[config.mk]
export PLATFORM = sky130hd
export DESIGN_NAME = e3_frame_aligner
export DESIGN_NICKNAME = d
export VERILOG_FILES = /design/src/rtl/e3fa_pkg.sv /design/src/rtl/e3fa_faw_det.sv /design/src/rtl/e3fa_bit_pos.sv /design/src/rtl/e3fa_sync_fsm.sv /design/src/rtl/e3_frame_aligner.sv
export SDC_FILE = /design/constraint.sdc
export NUM_CORES = 1
export LEC_CHECK = 0
export BUFFER_PORTS_ARGS = -buffer_cell sky130_fd_sc_hd__buf_4
export CAP_MARGIN = 20
export CORE_ASPECT_RATIO = 0.8
export CORE_MARGIN = 2
export CORE_UTILIZATION = 30
export DETAILED_ROUTE_END_ITERATION = 8
export GPL_ROUTABILITY_DRIVEN = 0
export GPL_TIMING_DRIVEN = 0
export RECOVER_POWER = 100
export SYNTH_ARGS = -nofsm -noshare
export SYNTH_HDL_FRONTEND = slang
export SYNTH_SLANG_ARGS = --single-unit
[constraint.sdc]
create_clock -name clk -period 3.2 [get_ports clk]
set_input_delay 0 -clock clk [delete_from_list [all_inputs] [get_ports clk]]
set_output_delay 0 -clock clk [all_outputs]
set_load 0.05 [all_outputs]
[src/rtl/e3fa_pkg.sv]
// Package e3fa_pkg
// Purpose : shared types and format constants for the E3 frame aligner.
// Assumes : nothing; pure declarations.
package e3fa_pkg;

    typedef enum logic {
        FMT_G751 = 1'b0,
        FMT_G832 = 1'b1
    } fmt_e;

    typedef enum logic [1:0] {
        ST_HUNT    = 2'd0,
        ST_CONFIRM = 2'd1,
        ST_LOCKED  = 2'd2
    } align_st_e;

    localparam int G751_FRAME_BITS = 1536;
    localparam int G832_FRAME_BITS = 4296;
    localparam int G751_FAW_LEN    = 10;
    localparam int G832_FAW_LEN    = 16;
    localparam logic [G751_FAW_LEN-1:0] G751_FAW = 10'b1111010000;
    localparam logic [G832_FAW_LEN-1:0] G832_FAW = 16'hF628;
    localparam int G751_CONFIRM    = 3;
    localparam int G832_CONFIRM    = 2;
    localparam int LOSS_FRAMES     = 4;

endpackage

[src/rtl/e3fa_faw_det.sv]
// Module e3fa_faw_det
// Purpose : keeps a history of received bits and flags, in the same cycle as
//           the last pattern bit, that the alignment pattern of the selected
//           format has just completed.
// Assumes : bits arrive leftmost first, qualified by bit_en.
module e3fa_faw_det
    import e3fa_pkg::*;
#(
    parameter int                 LEN_751  = G751_FAW_LEN,
    parameter int                 LEN_832  = G832_FAW_LEN,
    parameter logic [LEN_751-1:0] WORD_751 = G751_FAW,
    parameter logic [LEN_832-1:0] WORD_832 = G832_FAW
) (
    input  logic clk,
    input  logic rst_n,
    input  logic bit_en,
    input  logic bit_in,
    input  fmt_e fmt,
    output logic hit
);

    localparam int WIN_W  = (LEN_751 > LEN_832) ? LEN_751 : LEN_832;
    localparam int HIST_W = WIN_W - 1;

    logic [HIST_W-1:0] hist;
    logic [WIN_W-1:0]  win;
    logic              hit_751;
    logic              hit_832;

    // Current window: stored history followed by the bit on the line now.
    always_comb begin
        win = {hist, bit_in};
    end

    // Shift history on every qualified bit.
    always_ff @(posedge clk) begin
        if (!rst_n) begin
            hist <= '0;
        end else if (bit_en) begin
            hist <= win[HIST_W-1:0];
        end
    end

    // Compare the window tail against each format's pattern.
    always_comb begin
        hit_751 = (win[LEN_751-1:0] == WORD_751);
        hit_832 = (win[LEN_832-1:0] == WORD_832);
        hit     = bit_en && ((fmt == FMT_G832) ? hit_832 : hit_751);
    end

endmodule

[src/rtl/e3fa_bit_pos.sv]
// Module e3fa_bit_pos
// Purpose : in-frame bit index. Advances on each qualified bit, wraps at the
//           frame period, is loaded to the pattern length when a hunt hit
//           fixes the boundary, and is cleared on a format change.
// Assumes : load is only raised together with bit_en.
module e3fa_bit_pos
    import e3fa_pkg::*;
#(
    parameter int PER_751 = G751_FRAME_BITS,
    parameter int PER_832 = G832_FRAME_BITS,
    parameter int LEN_751 = G751_FAW_LEN,
    parameter int LEN_832 = G832_FAW_LEN,
    parameter int POS_W   = $clog2((PER_751 > PER_832) ? PER_751 : PER_832)
) (
    input  logic             clk,
    input  logic             rst_n,
    input  logic             bit_en,
    input  fmt_e             fmt,
    input  logic             clr,
    input  logic             load,
    output logic [POS_W-1:0] pos,
    output logic             at_check,
    output logic             at_start
);

    localparam logic [POS_W-1:0] LAST_751  = POS_W'(PER_751 - 1);
    localparam logic [POS_W-1:0] LAST_832  = POS_W'(PER_832 - 1);
    localparam logic [POS_W-1:0] START_751 = POS_W'(LEN_751);
    localparam logic [POS_W-1:0] START_832 = POS_W'(LEN_832);
    localparam logic [POS_W-1:0] CHECK_751 = POS_W'(LEN_751 - 1);
    localparam logic [POS_W-1:0] CHECK_832 = POS_W'(LEN_832 - 1);

    logic [POS_W-1:0] last;
    logic [POS_W-1:0] start_idx;
    logic [POS_W-1:0] check_idx;

    // Pick the frame geometry of the selected format.
    always_comb begin
        if (fmt == FMT_G832) begin
            last      = LAST_832;
            start_idx = START_832;
            check_idx = CHECK_832;
        end else begin
            last      = LAST_751;
            start_idx = START_751;
            check_idx = CHECK_751;
        end
        at_check = (pos == check_idx);
        at_start = (pos == start_idx);
    end

    // Bit index register with load, wrap and clear.
    always_ff @(posedge clk) begin
        if (!rst_n || clr) begin
            pos <= '0;
        end else if (bit_en) begin
            if (load) begin
                pos <= start_idx;
            end else if (pos == last) begin
                pos <= '0;
            end else begin
                pos <= pos + POS_W'(1);
            end
        end
    end


    pos_range_chk: assert property (@(posedge clk) disable iff (!rst_n)
        !clr |-> (pos <= last));


    pos_hold_chk: assert property (@(posedge clk) disable iff (!rst_n)
        (!bit_en && !clr) |=> $stable(pos));

endmodule

[src/rtl/e3fa_sync_fsm.sv]
// Module e3fa_sync_fsm
// Purpose : hunt / confirm / locked control. Counts confirmed patterns at
//           the expected position until the format's confirm count is met,
//           and counts invalid frames while locked up to the loss limit.
// Assumes : hit and at_check are valid in the same cycle as the bit.
module e3fa_sync_fsm
    import e3fa_pkg::*;
#(
    parameter int CONF_751 = G751_CONFIRM,
    parameter int CONF_832 = G832_CONFIRM,
    parameter int LOSS     = LOSS_FRAMES
) (
    input  logic clk,
    input  logic rst_n,
    input  logic bit_en,
    input  fmt_e fmt,
    input  logic hit,
    input  logic at_check,
    output logic in_frame,
    output logic oof,
    output logic fmt_chg,
    output logic load
);

    localparam int CONF_MAX = (CONF_751 > CONF_832) ? CONF_751 : CONF_832;
    localparam int HIT_W    = $clog2(CONF_MAX + 1);
    localparam int MISS_W   = $clog2(LOSS + 1);

    align_st_e         state;
    fmt_e              fmt_q;
    logic [HIT_W-1:0]  hits;
    logic [MISS_W-1:0] miss;
    logic [HIT_W-1:0]  need;

    // Format-change detect, confirm target and boundary load strobe.
    always_comb begin
        fmt_chg  = (fmt != fmt_q);
        need     = (fmt == FMT_G832) ? HIT_W'(CONF_832) : HIT_W'(CONF_751);
        load     = (state == ST_HUNT) && !fmt_chg && bit_en && hit;
        in_frame = (state == ST_LOCKED);
        oof      = (state != ST_LOCKED);
    end

    // Alignment state, confirm count and invalid-frame count.
    always_ff @(posedge clk) begin
        if (!rst_n) begin
            state <= ST_HUNT;
            fmt_q <= FMT_G751;
            hits  <= '0;
            miss  <= '0;
        end else if (fmt_chg) begin
            state <= ST_HUNT;
            fmt_q <= fmt;
            hits  <= '0;
            miss  <= '0;
        end else if (bit_en) begin
            case (state)
                ST_HUNT: begin
                    if (hit) begin
                        state <= ST_CONFIRM;
                        hits  <= HIT_W'(1);
                    end
                end
                ST_CONFIRM: begin
                    if (at_check) begin
                        if (!hit) begin
                            state <= ST_HUNT;
                            hits  <= '0;
                        end else if ((hits + HIT_W'(1)) >= need) begin
                            state <= ST_LOCKED;
                            hits  <= '0;
                            miss  <= '0;
                        end else begin
                            hits <= hits + HIT_W'(1);
                        end
                    end
                end
                ST_LOCKED: begin
                    if (at_check) begin
                        if (hit) begin
                            miss <= '0;
                        end else if (miss == MISS_W'(LOSS - 1)) begin
                            state <= ST_HUNT;
                            miss  <= '0;
                        end else begin
                            miss <= miss + MISS_W'(1);
                        end
                    end
                end
                default: state <= ST_HUNT;
            endcase
        end
    end


    lock_on_hit_chk: assert property (@(posedge clk) disable iff (!rst_n)
        $rose(in_frame) |-> $past(bit_en && at_check && hit));


    drop_cause_chk: assert property (@(posedge clk) disable iff (!rst_n)
        $fell(in_frame) |-> $past(fmt_chg || (bit_en && at_check && !hit)));


    miss_bound_chk: assert property (@(posedge clk) disable iff (!rst_n)
        in_frame |-> (miss < MISS_W'(LOSS)));


    fmt_hunt_chk: assert property (@(posedge clk) disable iff (!rst_n)
        fmt_chg |=> !in_frame);

endmodule

[src/rtl/e3_frame_aligner.sv]
// Module e3_frame_aligner
// Purpose : top of the E3 receive frame aligner; joins the pattern detector,
//           the bit index counter and the alignment state machine and forms
//           the frame-start pulse.
// Assumes : one serial bit per cycle with bit_en high; fmt_sel quasi-static.
module e3_frame_aligner
    import e3fa_pkg::*;
#(
    parameter int                 PER_751  = G751_FRAME_BITS,
    parameter int                 PER_832  = G832_FRAME_BITS,
    parameter int                 LEN_751  = G751_FAW_LEN,
    parameter int                 LEN_832  = G832_FAW_LEN,
    parameter logic [LEN_751-1:0] WORD_751 = G751_FAW,
    parameter logic [LEN_832-1:0] WORD_832 = G832_FAW,
    parameter int                 CONF_751 = G751_CONFIRM,
    parameter int                 CONF_832 = G832_CONFIRM,
    parameter int                 LOSS     = LOSS_FRAMES,
    parameter int                 POS_W    = $clog2((PER_751 > PER_832) ? PER_751 : PER_832)
) (
    input  logic             clk,
    input  logic             rst_n,
    input  logic             bit_en,
    input  logic             bit_in,
    input  logic             fmt_sel,
    output logic             in_frame,
    output logic             oof,
    output logic             frame_start,
    output logic [POS_W-1:0] bit_pos
);

    fmt_e fmt;
    logic hit;
    logic at_check;
    logic at_start;
    logic fmt_chg;
    logic load;

    // Map the raw select pin onto the format type.
    always_comb begin
        fmt = fmt_e'(fmt_sel);
    end

    e3fa_faw_det #(
        .LEN_751  (LEN_751),
        .LEN_832  (LEN_832),
        .WORD_751 (WORD_751),
        .WORD_832 (WORD_832)
    ) u_det (
        .clk    (clk),
        .rst_n  (rst_n),
        .bit_en (bit_en),
        .bit_in (bit_in),
        .fmt    (fmt),
        .hit    (hit)
    );

    e3fa_bit_pos #(
        .PER_751 (PER_751),
        .PER_832 (PER_832),
        .LEN_751 (LEN_751),
        .LEN_832 (LEN_832),
        .POS_W   (POS_W)
    ) u_pos (
        .clk      (clk),
        .rst_n    (rst_n),
        .bit_en   (bit_en),
        .fmt      (fmt),
        .clr      (fmt_chg),
        .load     (load),
        .pos      (bit_pos),
        .at_check (at_check),
        .at_start (at_start)
    );

    e3fa_sync_fsm #(
        .CONF_751 (CONF_751),
        .CONF_832 (CONF_832),
        .LOSS     (LOSS)
    ) u_fsm (
        .clk      (clk),
        .rst_n    (rst_n),
        .bit_en   (bit_en),
        .fmt      (fmt),
        .hit      (hit),
        .at_check (at_check),
        .in_frame (in_frame),
        .oof      (oof),
        .fmt_chg  (fmt_chg),
        .load     (load)
    );

    // Frame-start strobe on the first bit after the pattern while locked.
    always_comb begin
        frame_start = in_frame && bit_en && at_start;
    end


    fs_single_chk: assert property (@(posedge clk) disable iff (!rst_n)
        frame_start |=> !frame_start);


    fs_locked_pos_chk: assert property (@(posedge clk) disable iff (!rst_n)
        frame_start |=> !oof || fmt_chg);

endmodule

==> flow_metrics.tcl <==
set metrics [dict create \
    grt_pass1_vias 1559 \
    yosysTopAreaCell "dfxtp_1" \
    synthXorXnorAreaFrac 0.0497 \
    cp-start-kind "register" \
    cp-end-kind "output port" \
    synth_edf_count 0 \
    antenna_found_initial 0 \
    clock_path_buffers 2 \
    cts-root-buf "clkbuf_8" \
    synth_adder_area_share 0.0194 \
    post_cts_resized 0 \
    relSlewSlack 0.543 \
    dieArea_um2 7120 \
    synth_mux_area_frac 0.0930 \
    met3_usage 0.0287 \
    power_uw 924 \
    drc 0 \
    detail_route.iter0.violations 86 \
    netlist_instances 223 \
    cts_tree "yes" \
    pwr_density_cell_nw_per_um2 413 \
    ys_seq_area_frac 0.372 \
    area_growth_pct 15.4 \
    place_ws_ns 0.989 \
    vias 1706 \
    syn_avg_cell_area_um2 8.69 \
    ys_warn_count 0 \
    startpoint "u_pos.pos[7]$_SDFFE_PP0P_" \
    grt.total_usage 0.133 \
    htreeDepth 2 \
    num_io_pins 21 \
    period_minus_slack_ns 2.42 \
    synthSimpleGateAreaFrac 0.311 \
    layoutNonFillerInstCount 337 \
    worst_r2r_path_depth 6 \
    chipHeight_um 75.9 \
    max_stage_delay_ns 0.54 \
    ys_ff_latch 36 \
    nFillCells 681 \
    ir_drop_mv 0.198 \
    diodes 0 \
    async_flop_share 0 \
    grt_max_degree 12 \
    r2r-end "u_pos.pos[5]$_SDFFE_PP0P_" \
    final_hold_viol_count 0 \
    clock.fmax_mhz 414 \
    clkLatencyLatePin_ns 0.28 \
    hold_path.class "primary input to register" \
    avgViaCountPerCell 5.06 \
    floorplan.initialDensity 0.307 \
    worstPathArrival_ns 2.42 \
    worstPathCellList "or4_4 -> nor4b_1 -> o21ai_0 -> nor4_1 -> clkbuf_1" \
    fin_ws_ns 0.782 \
    placed_cells 327 \
    drv_slew 0 \
    synth_cell_types 50 \
    crit_required_ns 3.20 \
    dpl.hpwl_um 3250 \
    fin_skew_ns 0.00248 \
    gr-total-overflow 0 \
    worst_pin_slew_ns 0.682 \
    grt_pass1_wl_um 7450 \
    rows 26 \
    core-area_um2 6310 \
    synth_compound_area_frac 0.129 \
    status "completed" \
    maxCapViolCount 0 \
    reg2reg_setup_slack_ns 0.84 \
    synth_flop_cell "dfxtp_1" \
    die_w_um 93.8 \
    synth_top_family_by_area "simple AND/OR/NAND/NOR gates" \
    cpMaxStageDelayCell "or4_4" \
    cts_made_buffers 5 \
    cts.clk_slew.worst_paths_ns 0.07 \
    rsz0062_at_grt "no" \
    drive_gt1_frac 0.0593 \
    fin_nets 260 \
    crit_fanout 5 \
    wire_per_inst_um 12.8 \
    gr-usage-met2 0.196 \
    r2r-start "u_det.hist[5]$_SDFFE_PN0P_" \
    synth.area.top_cells "dfxtp_1, mux2i_1, nor2b_1" \
    power_leakage_nw 0.796 \
    dr.pass1.iters 4 \
    io_buffers 20 \
    use_met1 0.191 \
    setup_viol 0 \
    busiest_layer "met2" \
    setup_tns_ns 0 \
    cp-endpoint "frame_start" \
    clock_sinks 36 \
    synth_top_cell_area_share 0.372 \
    drt_wl_total_um 4330 \
    crit_type "register to output port" \
    antenna_left 0 \
    syn_area_um2 1940 \
    fin_crit_sh 0.756 \
    postCtsSetupRepairBufs 0 \
    synth_nets 231 \
]
cells in the final DEF (no fill, tap or decap), drive strengths merged, types with 6 or more instances in the layout:
cell | netlist | final
mux2i | 18 | 18
o21ai | 9 | 9
nor2 | 20 | 20
a21oi | 10 | 10
clkbuf | 5 | 29
nand2 | 16 | 16
xor2 | 8 | 8
dfxtp | 36 | 36
nor2b | 17 | 17
nand4 | 7 | 7
nand3 | 6 | 6
power breakdown:
part,internal [mW],leakage (nW),switching (mW)
clock,0.231,0.0552,0.166
combinational,0.0252,0.450,0.0451
sequential,0.452,0.291,0.00524
worst min-delay path by stage:
| stage | from | to | cells after the start |
|---|---|---|---|
| floorplan | rst_n | u_det.hist[14]$_SDFFE_PN0P_ | 1 |
| global placement | bit_in | u_det.hist[0]$_SDFFE_PN0P_ | 3 |
| detailed placement | bit_in | u_det.hist[0]$_SDFFE_PN0P_ | 3 |
| CTS | bit_en | u_pos.pos[0]$_SDFFE_PP0P_ | 4 |
| global route | bit_en | u_pos.pos[0]$_SDFFE_PP0P_ | 4 |
| finish | bit_en | u_pos.pos[0]$_SDFFE_PP0P_ | 4 |
per-layer routing:
layer  wire [um]  up-vias
met5           0        -
met4          55        0
li1            -      862
met3         226        4
met2        1830       45
met1        2210      795
synthesized netlist by cell type (all sizes together) (2+ instances only):
library cell and number:
o22ai 2, nand3 6, buf 3, o31ai 2
dfxtp 36, and4b 2, mux2i 18, nor3 5
and2 3, nand4b 3, and3 5, or3 3
xor2 8, inv 5, xnor2 3, o211ai 3
nand3b 3, nand2b 4, nor4 3, clkbuf 5
or4 3, ha 3, nor2 20, nor2b 17
o21ai 9, nand4 7, a21oi 10, nand2 16
a211oi 3
registers in the layout, indices dropped and copies added (netlist names):
register,count
u_fsm.miss,3
u_pos.pos,13
u_det.hist,15
u_fsm.fmt_q,1
u_fsm.state,2
u_fsm.hits,2
through the flow:
step,util,instance area (um2),hold slack (ns)
after floorplan,-,1940,0.128
after global placement,0.347,2190,0.279
after detailed placement,0.347,2190,0.284
after CTS,0.368,2320,0.0987
after global routing,0.354,2240,0.229
final,0.354,2240,0.173
worst max-delay path: cells and delay by family, from the launching register on:
family | cells | cell delay (ns)
flops | 1 | 0.36
simple gates | 3 | 1.13
buf+inv | 1 | 0.51
compound gates | 1 | 0.14
cells by family after synthesis:
logic type / count (synthesis)
simple gates: 104
compound gates: 38
flops: 36
mux: 18
buf+inv: 13
xor+xnor: 11
fa+ha+maj: 3
cell type report:
class                           count  area (um2)  share of cell area
Multi-Input combinational cell    174        1150               0.513
Sequential cell                    36         721               0.322
Timing Repair Buffer               22         106              0.0476
Tap cell                           84         105              0.0470
Clock buffer                        6        72.6              0.0325
Clock inverter                      2        35.0              0.0157
Buffer                              8        31.3              0.0140
Inverter                            5        18.8             0.00839
repair_timing:
item / in CTS / in global routing
setup endpoints to repair: 0 / 0
endpoints found under the hold margin: 5 / 0
hold buffers: 2 / 0
Note: power is estimated with default switching activity, not from simulation.
